### config.mk
export PLATFORM = sky130hd
export DESIGN_NAME = brep_top
export DESIGN_NICKNAME = d
export VERILOG_FILES = /design/src/rtl/brep_pkg.sv /design/src/rtl/brep_delay.sv /design/src/rtl/brep_lane.sv /design/src/rtl/brep_top.sv
export SDC_FILE = /design/constraint.sdc
export NUM_CORES = 1
export LEC_CHECK = 0
export BUFFER_PORTS_ARGS = -buffer_cell sky130_fd_sc_hd__buf_2
export CORE_AREA = 2 2 39 41
export DETAILED_ROUTE_END_ITERATION = 7
export DIE_AREA = 0 0 41 43
export SETUP_SLACK_MARGIN = 0.5
export SYNTH_ARGS = -nofsm -noshare
export SYNTH_HDL_FRONTEND = slang
export SYNTH_HIERARCHICAL = 1
export SYNTH_SLANG_ARGS = --single-unit
### constraint.sdc
create_clock -name clk -period 2 [get_ports clk]
set_clock_uncertainty 0.2 [all_clocks]
set_input_delay 0.2 -clock clk [delete_from_list [all_inputs] [get_ports clk]]
set_output_delay 0.2 -clock clk [all_outputs]
set_load 0.005 [all_outputs]
### src/rtl/brep_pkg.sv
package brep_pkg;
   // Which side currently owns the low on one line
   typedef enum logic [1:0] {
      OWN_NONE = 2'd0,
      OWN_S1   = 2'd1,
      OWN_S2   = 2'd2
   } owner_e;
endpackage

### src/rtl/brep_delay.sv
// One-way channel: a DEPTH-stage delay that resets to "released" (1).
module brep_delay #(
   parameter int DEPTH = 2
) (
   input  logic clk,
   input  logic rst,
   input  logic din,
   output logic dout,
   output logic busy
);
   if (DEPTH == 1) begin : g_single
      logic q;
      always_ff @(posedge clk) begin
         if (rst) q <= 1'b1;
         else     q <= din;
      end
      assign dout = q;
      assign busy = ~q;
   end else begin : g_chain
      logic [DEPTH-1:0] sr;
      always_ff @(posedge clk) begin
         if (rst) sr <= '1;
         else     sr <= {sr[DEPTH-2:0], din};
      end
      assign dout = sr[DEPTH-1];
      // any low still travelling or at the output
      assign busy = ~&sr;
   end
endmodule

### src/rtl/brep_lane.sv
// One line: two opposite channels plus the ownership tracker.
module brep_lane
   import brep_pkg::*;
#(
   parameter int DELAY = 2
) (
   input  logic clk,
   input  logic rst,
   input  logic oneway,
   input  logic s1_in,
   input  logic s2_in,
   output logic s1_pd_n,
   output logic s2_pd_n
);
   owner_e state, nxt;
   logic   busy12, busy21;
   logic   fwd12, fwd21;

   always_comb begin
      nxt = state;
      case (state)
         OWN_NONE: begin
            if (!oneway && !s2_in && !busy12)  nxt = OWN_S2;
            else if (!s1_in && !busy21)        nxt = OWN_S1;
         end
         OWN_S1:  if (s1_in && !busy12)             nxt = OWN_NONE;
         OWN_S2:  if (oneway || (s2_in && !busy21)) nxt = OWN_NONE;
         default: nxt = OWN_NONE;
      endcase
   end

   always_ff @(posedge clk) begin
      if (rst) state <= OWN_NONE;
      else     state <= nxt;
   end

   // only the owning side's own low enters a channel
   assign fwd12 = ~((nxt == OWN_S1) & ~s1_in);
   assign fwd21 = ~((nxt == OWN_S2) & ~s2_in);

   brep_delay #(.DEPTH(DELAY)) u_ch12 (
      .clk  (clk),
      .rst  (rst),
      .din  (fwd12),
      .dout (s2_pd_n),
      .busy (busy12)
   );

   brep_delay #(.DEPTH(DELAY)) u_ch21 (
      .clk  (clk),
      .rst  (rst),
      .din  (fwd21),
      .dout (s1_pd_n),
      .busy (busy21)
   );


   rst_release_chk: assert property (@(posedge clk) disable iff (rst)
      $past(rst) |-> (s1_pd_n && s2_pd_n && state == OWN_NONE));

   s1_owner_quiet_chk: assert property (@(posedge clk) disable iff (rst)
      (state == OWN_S1) |-> s1_pd_n);

   s2_owner_quiet_chk: assert property (@(posedge clk) disable iff (rst)
      (state == OWN_S2) |-> s2_pd_n);

   s2_priority_chk: assert property (@(posedge clk) disable iff (rst)
      (state == OWN_NONE && !s1_in && !s2_in && !busy12 && !busy21 && !oneway)
      |=> (state == OWN_S2));

   oneway_block_chk: assert property (@(posedge clk) disable iff (rst)
      (oneway && $past(oneway)) |-> (state != OWN_S2));

   no_dual_pull_chk: assert property (@(posedge clk) disable iff (rst)
      !(!s1_pd_n && !s2_pd_n));
endmodule

### src/rtl/brep_top.sv
module brep_top #(
   parameter int NLINES      = 2,
   parameter int DELAY       = 2,
   parameter int ONEWAY_LINE = 1
) (
   input  logic              clk,
   input  logic              rst,
   input  logic              clk_oneway,
   input  logic [NLINES-1:0] s1_in,
   input  logic [NLINES-1:0] s2_in,
   output logic [NLINES-1:0] s1_pd_n,
   output logic [NLINES-1:0] s2_pd_n
);
   if (NLINES < 1) begin : g_bad_lines
      $error("brep_top: NLINES must be at least 1");
   end
   if (DELAY < 1) begin : g_bad_delay
      $error("brep_top: DELAY must be at least 1");
   end
   if (ONEWAY_LINE < 0 || ONEWAY_LINE >= NLINES) begin : g_bad_ow
      $error("brep_top: ONEWAY_LINE out of range");
   end

   for (genvar i = 0; i < NLINES; i++) begin : g_lane
      logic ow;
      if (i == ONEWAY_LINE) begin : g_ow
         assign ow = clk_oneway;
      end else begin : g_bi
         assign ow = 1'b0;
      end

      brep_lane #(.DELAY(DELAY)) u_lane (
         .clk     (clk),
         .rst     (rst),
         .oneway  (ow),
         .s1_in   (s1_in[i]),
         .s2_in   (s2_in[i]),
         .s1_pd_n (s1_pd_n[i]),
         .s2_pd_n (s2_pd_n[i])
      );
   end
endmodule

==> out/metrics.cfg, run 1 <==
[setup_path]
worstPathRequired_ns = 1.96
rr_endpoint = g_lane[1].u_lane/u_ch21/g_chain.sr[0]
critPathTopFamily = simple AND/OR/NAND/NOR gates
r2r_slack_ns = 0.47
r2r_start = g_lane[1].u_lane/u_ch12/g_chain.sr[1]
cp.arrival_ns = 1.49
endpoint_kind = register
worst_r2r_path_depth = 5
crit_slowest_cell = or4_1
path_buf_inv = 0
slowest_delay_ns = 0.38
worstPathMaxFanout = 2
worstSetupStartpointType = register
cp_cell_sequence = nand2_2, nor2b_1, a2bb2oi_1, or4_1, or2_1
critical_path_class = reg -> reg

[synthesis]
synth_seq_area_share_pct = 52.9
yosysWarnings = 6
netlist_area_um2 = 454
synth_cells = 47
synth.area.mux_share_pct = 0
ys_seq_elements = 12
synthSimpleGateAreaFrac_pct = 35.8
synth.distinct_cells = 13
synth_xor_area_share_pct = 0
synth_top_family_by_area = simple AND/OR/NAND/NOR gates
synth-compound-area-share_pct = 10.5
syn_area_per_cell_um2 = 9.66
synth-adder-area-share_pct = 0

[timing]
grt_setup_unrepaired = yes
fin_tns_setup_ns = 0
finalMaxSlewViolations = 0
max_freq_mhz = 653
setup_viol = 0
hold_viol_final = 0
final.min_clock_period_ns = 1.53
fin_crit_sh_pct = 76.5

[floorplan]
core_area_um2 = 1380
num_rows = 14
start_util_pct = 32.8
dieArea_um2 = 1760
dieWidth_um = 41
die_h_um = 43
pin_count = 11

[route]
first_pass_iters = 4
drt_first_iter_violations = 8
num_vias = 375
routed_wl_um = 756
wl_per_cell_um = 9.33
drc = 0
via_per_inst = 4.63
drtAntennaViolNets = 0

[grt]
grt.total_usage_pct = 9.68
grt_first_pass_wirelength_um = 1120
grt_pass1_vias = 323
antenna_found_initial = 0
grt_max_degree = 13
gr-total-overflow = 0

[layout]
drive_above_1_share_pct = 40.0
final_area_um2 = 604
areaGrowthSynthToFinish_pct = 33.1
fillers = 147
nets = 74
antenna_cells = 0

[power_and_ir_drop]
switching_share_pct = 22.9
power_frac_seq_pct = 56.0
power.internal_mw = 0.362
vdd_drop_max_mv = 0.438
power_frac_comb_pct = 14.0
leakage_nw = 0.250
netSwitchingPower_mw = 0.108
cellPowerDensity_nw_per_um2 = 777
p_clk_share_pct = 30.0

[place]
portBuffers = 10
dpl_cell_area_um2 = 539
gp_congestion = 0.718

[outcome]
outcome = finished clean

[flow_run]
drv_cap = 0

[min_path]
worstHoldPathCells = 2
hold_path.startpoint = rst
min_to = g_lane[0].u_lane/state[1]
hold_class = in -> reg

[cts]
clock_path_buffers = 2
cts.sinks = 12
clk_pin_slew_ns = 0.07
htree_levels = 1
clock-root-buffer = clkbuf_4
cts_tree = done
clock_latency_ns = 0.26
cts_made_buffers = 3

[per-stage QoR]
stage          utilization [%]  cells  setup WS (ns)  total power, mW  hold WS (ns)
3_5_place_dp              39.0     75          0.358            0.320         0.204
5_1_grt                   43.7     81          0.410            0.497        0.0285
3_3_place_gp              39.0     75          0.379            0.320         0.197
4_1_cts                   43.7     81          0.470            0.476        0.0248
6_report                  43.7     81          0.469            0.470        0.0226
2_1_floorplan                -     49          0.487            0.301        0.0770
[per-layer routing]
metal	vias to the layer above	track usage, %	share of wire, %
li1	198	-	-
met1	169	9.77	46
met2	6	15.0	49
met3	2	3.14	2.5
met4	0	8.00	1.9
met5	-	0	0
[layout by cell type (no fill, tap or decap)]
| cell type | count |
|---|---|
| nand2_1 | 2 |
| nor2_1 | 2 |
| or4_1 | 2 |
| nor2b_4 | 1 |
| a2bb2oi_1 | 1 |
| dfxtp_2 | 5 |
| nand2_2 | 2 |
| buf_2 | 10 |
| clkbuf_4 | 3 |
| a21oi_1 | 2 |
| a2bb2oi_2 | 1 |
| dfxtp_1 | 7 |
| o21ba_2 | 2 |
| nor2b_1 | 3 |
| conb_1 | 3 |
| buf_4 | 2 |
| dlygate4sd3_1 | 1 |
| nor3b_1 | 2 |
| nor4_1 | 4 |
| or2_1 | 8 |
| nor3_1 | 2 |
[how the worst max path moves through the flow]
stage | from | endpoint | slack [ns] | cells after the start
6_report | g_lane[1].u_lane/u_ch12/g_chain.sr[1] | g_lane[1].u_lane/u_ch21/g_chain.sr[0] | 0.47 | 5
3_3_place_gp | g_lane[0].u_lane/u_ch12/g_chain.sr[0] | g_lane[0].u_lane/u_ch21/g_chain.sr[0] | 0.38 | 5
2_1_floorplan | g_lane[1].u_lane/u_ch12/g_chain.sr[1] | g_lane[1].u_lane/u_ch21/g_chain.sr[0] | 0.49 | 5
4_1_cts | g_lane[1].u_lane/u_ch12/g_chain.sr[1] | g_lane[1].u_lane/u_ch21/g_chain.sr[0] | 0.47 | 5
5_1_grt | g_lane[1].u_lane/u_ch12/g_chain.sr[1] | g_lane[1].u_lane/u_ch21/g_chain.sr[0] | 0.41 | 5
3_5_place_dp | g_lane[0].u_lane/u_ch12/g_chain.sr[0] | g_lane[0].u_lane/u_ch21/g_chain.sr[0] | 0.36 | 5
[cells in the mapped netlist]
library cell / number / area share [%]
nor2b_1: 4 / 5.5
nor2_1: 2 / 1.7
nor4_1: 4 / 5.5
nand2_1: 4 / 3.3
dfxtp_1: 12 / 53
or4_1: 2 / 3.3
nor3b_1: 2 / 3.3
nor3_1: 2 / 2.2
conb_1: 1 / 0.83
a21oi_1: 2 / 2.2
a2bb2oi_1: 2 / 3.9
or2_1: 8 / 11
o21ba_2: 2 / 4.4
[kinds of logic after synthesis]
| kind of cell | Yosys count |
|---|---|
| other | 1 |
| AO/OA/AOI/OAI | 6 |
| AND/OR/NAND/NOR | 28 |
| flip-flops | 12 |
[flip-flops by register name, indices dropped and copies added (netlist names)]
register,cells
g_lane.u_lane/state,4
g_lane.u_lane/u_ch12/g_chain.sr,4
g_lane.u_lane/u_ch21/g_chain.sr,4
[final cells by class]
cell class	instances	area, um2	area share, %
clock buffer	3	22.5	3.73
multi-input combinational	37	240	39.8
sequential	12	246	40.8
tap	16	20.0	3.31
timing repair buffer	13	75.1	12.4
[power by group through the flow]
stage               logic [mW]  registers [mW]  clock network (mW)
global placement        0.0531           0.267                   0
global route            0.0720           0.265               0.160
floorplan               0.0357           0.266                   0
finish                  0.0656           0.263               0.141
detailed placement      0.0528           0.267                   0
CTS                     0.0656           0.263               0.148
[worst reg2reg max path, delay by kind of cell (launching register included)]
family | cells | cell delay [ns]
simple gates | 4 | 0.76
flops | 1 | 0.33
compound gates | 1 | 0.14
[repair_timing]
action,CTS,global route
gates resized for setup,6,0
endpoints found under the setup margin,2,2
hold buffers,1,0
pin swaps,4,0
endpoints found under the hold margin,1,0
buffers inserted,2,0
No activity file was read; power rests on OpenSTA's default activity.
==> run 2: changes to the inputs <==
clock period = 1.5 ns   (was 2 ns; I/O delays follow)
==> out/metrics.cfg, run 2 (synthesis gave the netlist of run 1 again) <==
[outcome]
outcome = finished, violations left
violations = negative hold slack, negative setup slack

[timing]
finalMaxSlewViolations = 0  ; unchanged
fin_tns_setup_ns = -0.101  ; -0.101 ns
final.min_clock_period_ns = 1.56  ; +0.0258 ns
hold-worst-slack_ns = -0.0847  ; -0.107 ns
hold_viol_final = 2  ; +2
setup_viol = 2  ; +2
timing.final.ws_setup_ns = -0.0565  ; -0.526 ns
grt_setup_unrepaired = yes
max_freq_mhz = 642  ; -1.7%
fin_crit_sh_pct = 104  ; +27 points

[layout]
nets = 79  ; +6.8%
areaGrowthSynthToFinish_pct = 64.5
final_core_util_pct = 54.0  ; +10 points
top_regs = g_lane.u_lane/state x4, g_lane.u_lane/u_ch12/g_chain.sr x4, g_lane.u_lane/u_ch21/g_chain.sr x4
antenna_cells = 0  ; unchanged
final_common_cell = buf_2
drive_above_1_share_pct = 61.4  ; +21 points
mostFrequentLayoutCells = 9 x buf_2, 8 x or2_1, 7 x dfxtp_2

[power_and_ir_drop]
netSwitchingPower_mw = 0.177  ; +65%
vdd_drop_max_mv = 0.494  ; +13%
power_frac_seq_pct = 50.7  ; -5.3 points
p_clk_share_pct = 28.1  ; -1.9 points
switching_share_pct = 25.5  ; +2.6 points
power.internal_mw = 0.517  ; +43%
leakage_nw = 0.300  ; +20%
power_frac_comb_pct = 21.2  ; +7.2 points
cellPowerDensity_nw_per_um2 = 929  ; +20%

[route]
drtAntennaViolNets = 0  ; unchanged
drc = 0  ; unchanged
first_pass_iters = 4  ; unchanged
routed_wl_um = 1030  ; +36%
num_vias = 415  ; +11%
wl_per_cell_um = 12.0  ; +28%
via_per_inst = 4.83  ; +4.2%
drt_first_iter_violations = 1  ; -7

[place]
dp_slack_ns = -0.147  ; -0.505 ns
gp_congestion = 0.650  ; -9.5%
portBuffers = 10  ; unchanged

[grt]
antenna_found_initial = 0  ; unchanged
grt_pass1_vias = 356  ; +10%
grt.total_usage_pct = 13.8  ; +4.1 points
gr-total-overflow = 0  ; unchanged
grt_first_pass_wirelength_um = 1540  ; +38%
grt_max_degree = 13  ; unchanged

[floorplan]
num_rows = 14  ; unchanged
core_area_um2 = 1380  ; unchanged
dieWidth_um = 41  ; unchanged
die_h_um = 43  ; unchanged
start_util_pct = 32.8  ; unchanged
pin_count = 11  ; unchanged
dieArea_um2 = 1760  ; unchanged

[cts]
clock-root-buffer = clkbuf_4
clock_path_buffers = 2  ; unchanged
htree_levels = 1  ; unchanged
cts_tree = done
cts.sinks = 12  ; unchanged
clk_pin_slew_ns = 0.07  ; about the same
clock_latency_ns = 0.27  ; about the same
cts_made_buffers = 3  ; unchanged

[setup_path]
worstSetupStartpointType = register
r2r_slack_ns = -0.06  ; -0.53 ns
cp_cell_sequence = nand2_2, nor2b_4, a2bb2oi_2, or4_1, or2_1
cp.arrival_ns = 1.52  ; +0.03 ns
slowest_delay_ns = 0.39  ; about the same
worstPathMaxFanout = 2  ; unchanged
worstPathRequired_ns = 1.46  ; -0.50 ns
crit_slowest_cell = or4_1
endpoint_kind = register
critical_path_class = reg -> reg

[flow_run]
drv_cap = 0  ; unchanged

[min_path]
hold_class = in -> reg

run 2: cell count changes in the layout (fill, tap and decap cells not counted), moves of 2 or more:
cell | before | now
buf_4 | 2 | 5
buf_6 | 0 | 4
dfxtp_1 | 7 | 4
dfxtp_2 | 5 | 7
nor3_1 | 2 | 0
nor3_4 | 0 | 2
nor4_1 | 4 | 1
nor4_4 | 0 | 3
run 2: final timing paths:
kind                            cells after the start                                   from                                     to
worst min-delay path                                2                             clk_oneway              g_lane[1].u_lane/state[1]
worst max register to register                      5  g_lane[1].u_lane/u_ch12/g_chain.sr[1]  g_lane[1].u_lane/u_ch21/g_chain.sr[0]
worst min register to register                      1  g_lane[1].u_lane/u_ch21/g_chain.sr[0]  g_lane[1].u_lane/u_ch21/g_chain.sr[1]
worst max-delay path                                5  g_lane[1].u_lane/u_ch12/g_chain.sr[1]  g_lane[1].u_lane/u_ch21/g_chain.sr[0]
run 2: per-stage QoR:
stage               cells  total power, mW  hold slack, ns  cell area, um2
floorplan              49            0.405          0.0254             484
global placement       79            0.443           0.141             584
detailed placement     79            0.444           0.148             584
CTS                    84            0.679          -0.117             696
global route           86            0.738          -0.102             747
finish                 86            0.694         -0.0847             747
run 2: layout make-up:
type                            instances  area (um2)
Tap cell                               16        20.0
Clock buffer                            3        22.5
Sequential cell                        12         253
Timing Repair Buffer                   18         128
Fill cell                             129         637
Multi-Input combinational cell         37         324
run 2: timing repair:
| action | CTS | global route |
|---|---|---|
| resized for setup | 17 | 7 |
| pin swaps | 6 | 4 |
| buffers inserted | 2 | 2 |
| endpoints found under the hold margin | 6 | 1 |
| endpoints found under the setup margin | 12 | 12 |
run 2: power by group through the flow:
stage | Sequential, mW | Combinational, mW | Clock (mW)
finish | 0.352 | 0.147 | 0.195
global route | 0.354 | 0.158 | 0.225
CTS | 0.349 | 0.125 | 0.205
detailed placement | 0.355 | 0.0884 | 0
global placement | 0.355 | 0.0881 | 0
floorplan | 0.354 | 0.0506 | 0
run 2: worst max-delay path: cells and delay by family (launching register included):
kind               cells  cell delay [ns]
DFF                    1             0.34
and+or+nand+nor        4             0.78
AOI/OAI and AO/OA      1             0.13
run 2: layer usage:
| metal | routed length (um) | vias to the layer above | global-route usage (%) |
|---|---|---|---|
| li1 | - | 210 | - |
| met1 | 391 | 192 | 13.7 |
| met2 | 567 | 13 | 22.2 |
| met3 | 68 | 0 | 9.42 |
| met4 | 0 | 0 | 4.00 |
| met5 | 0 | - | 0 |
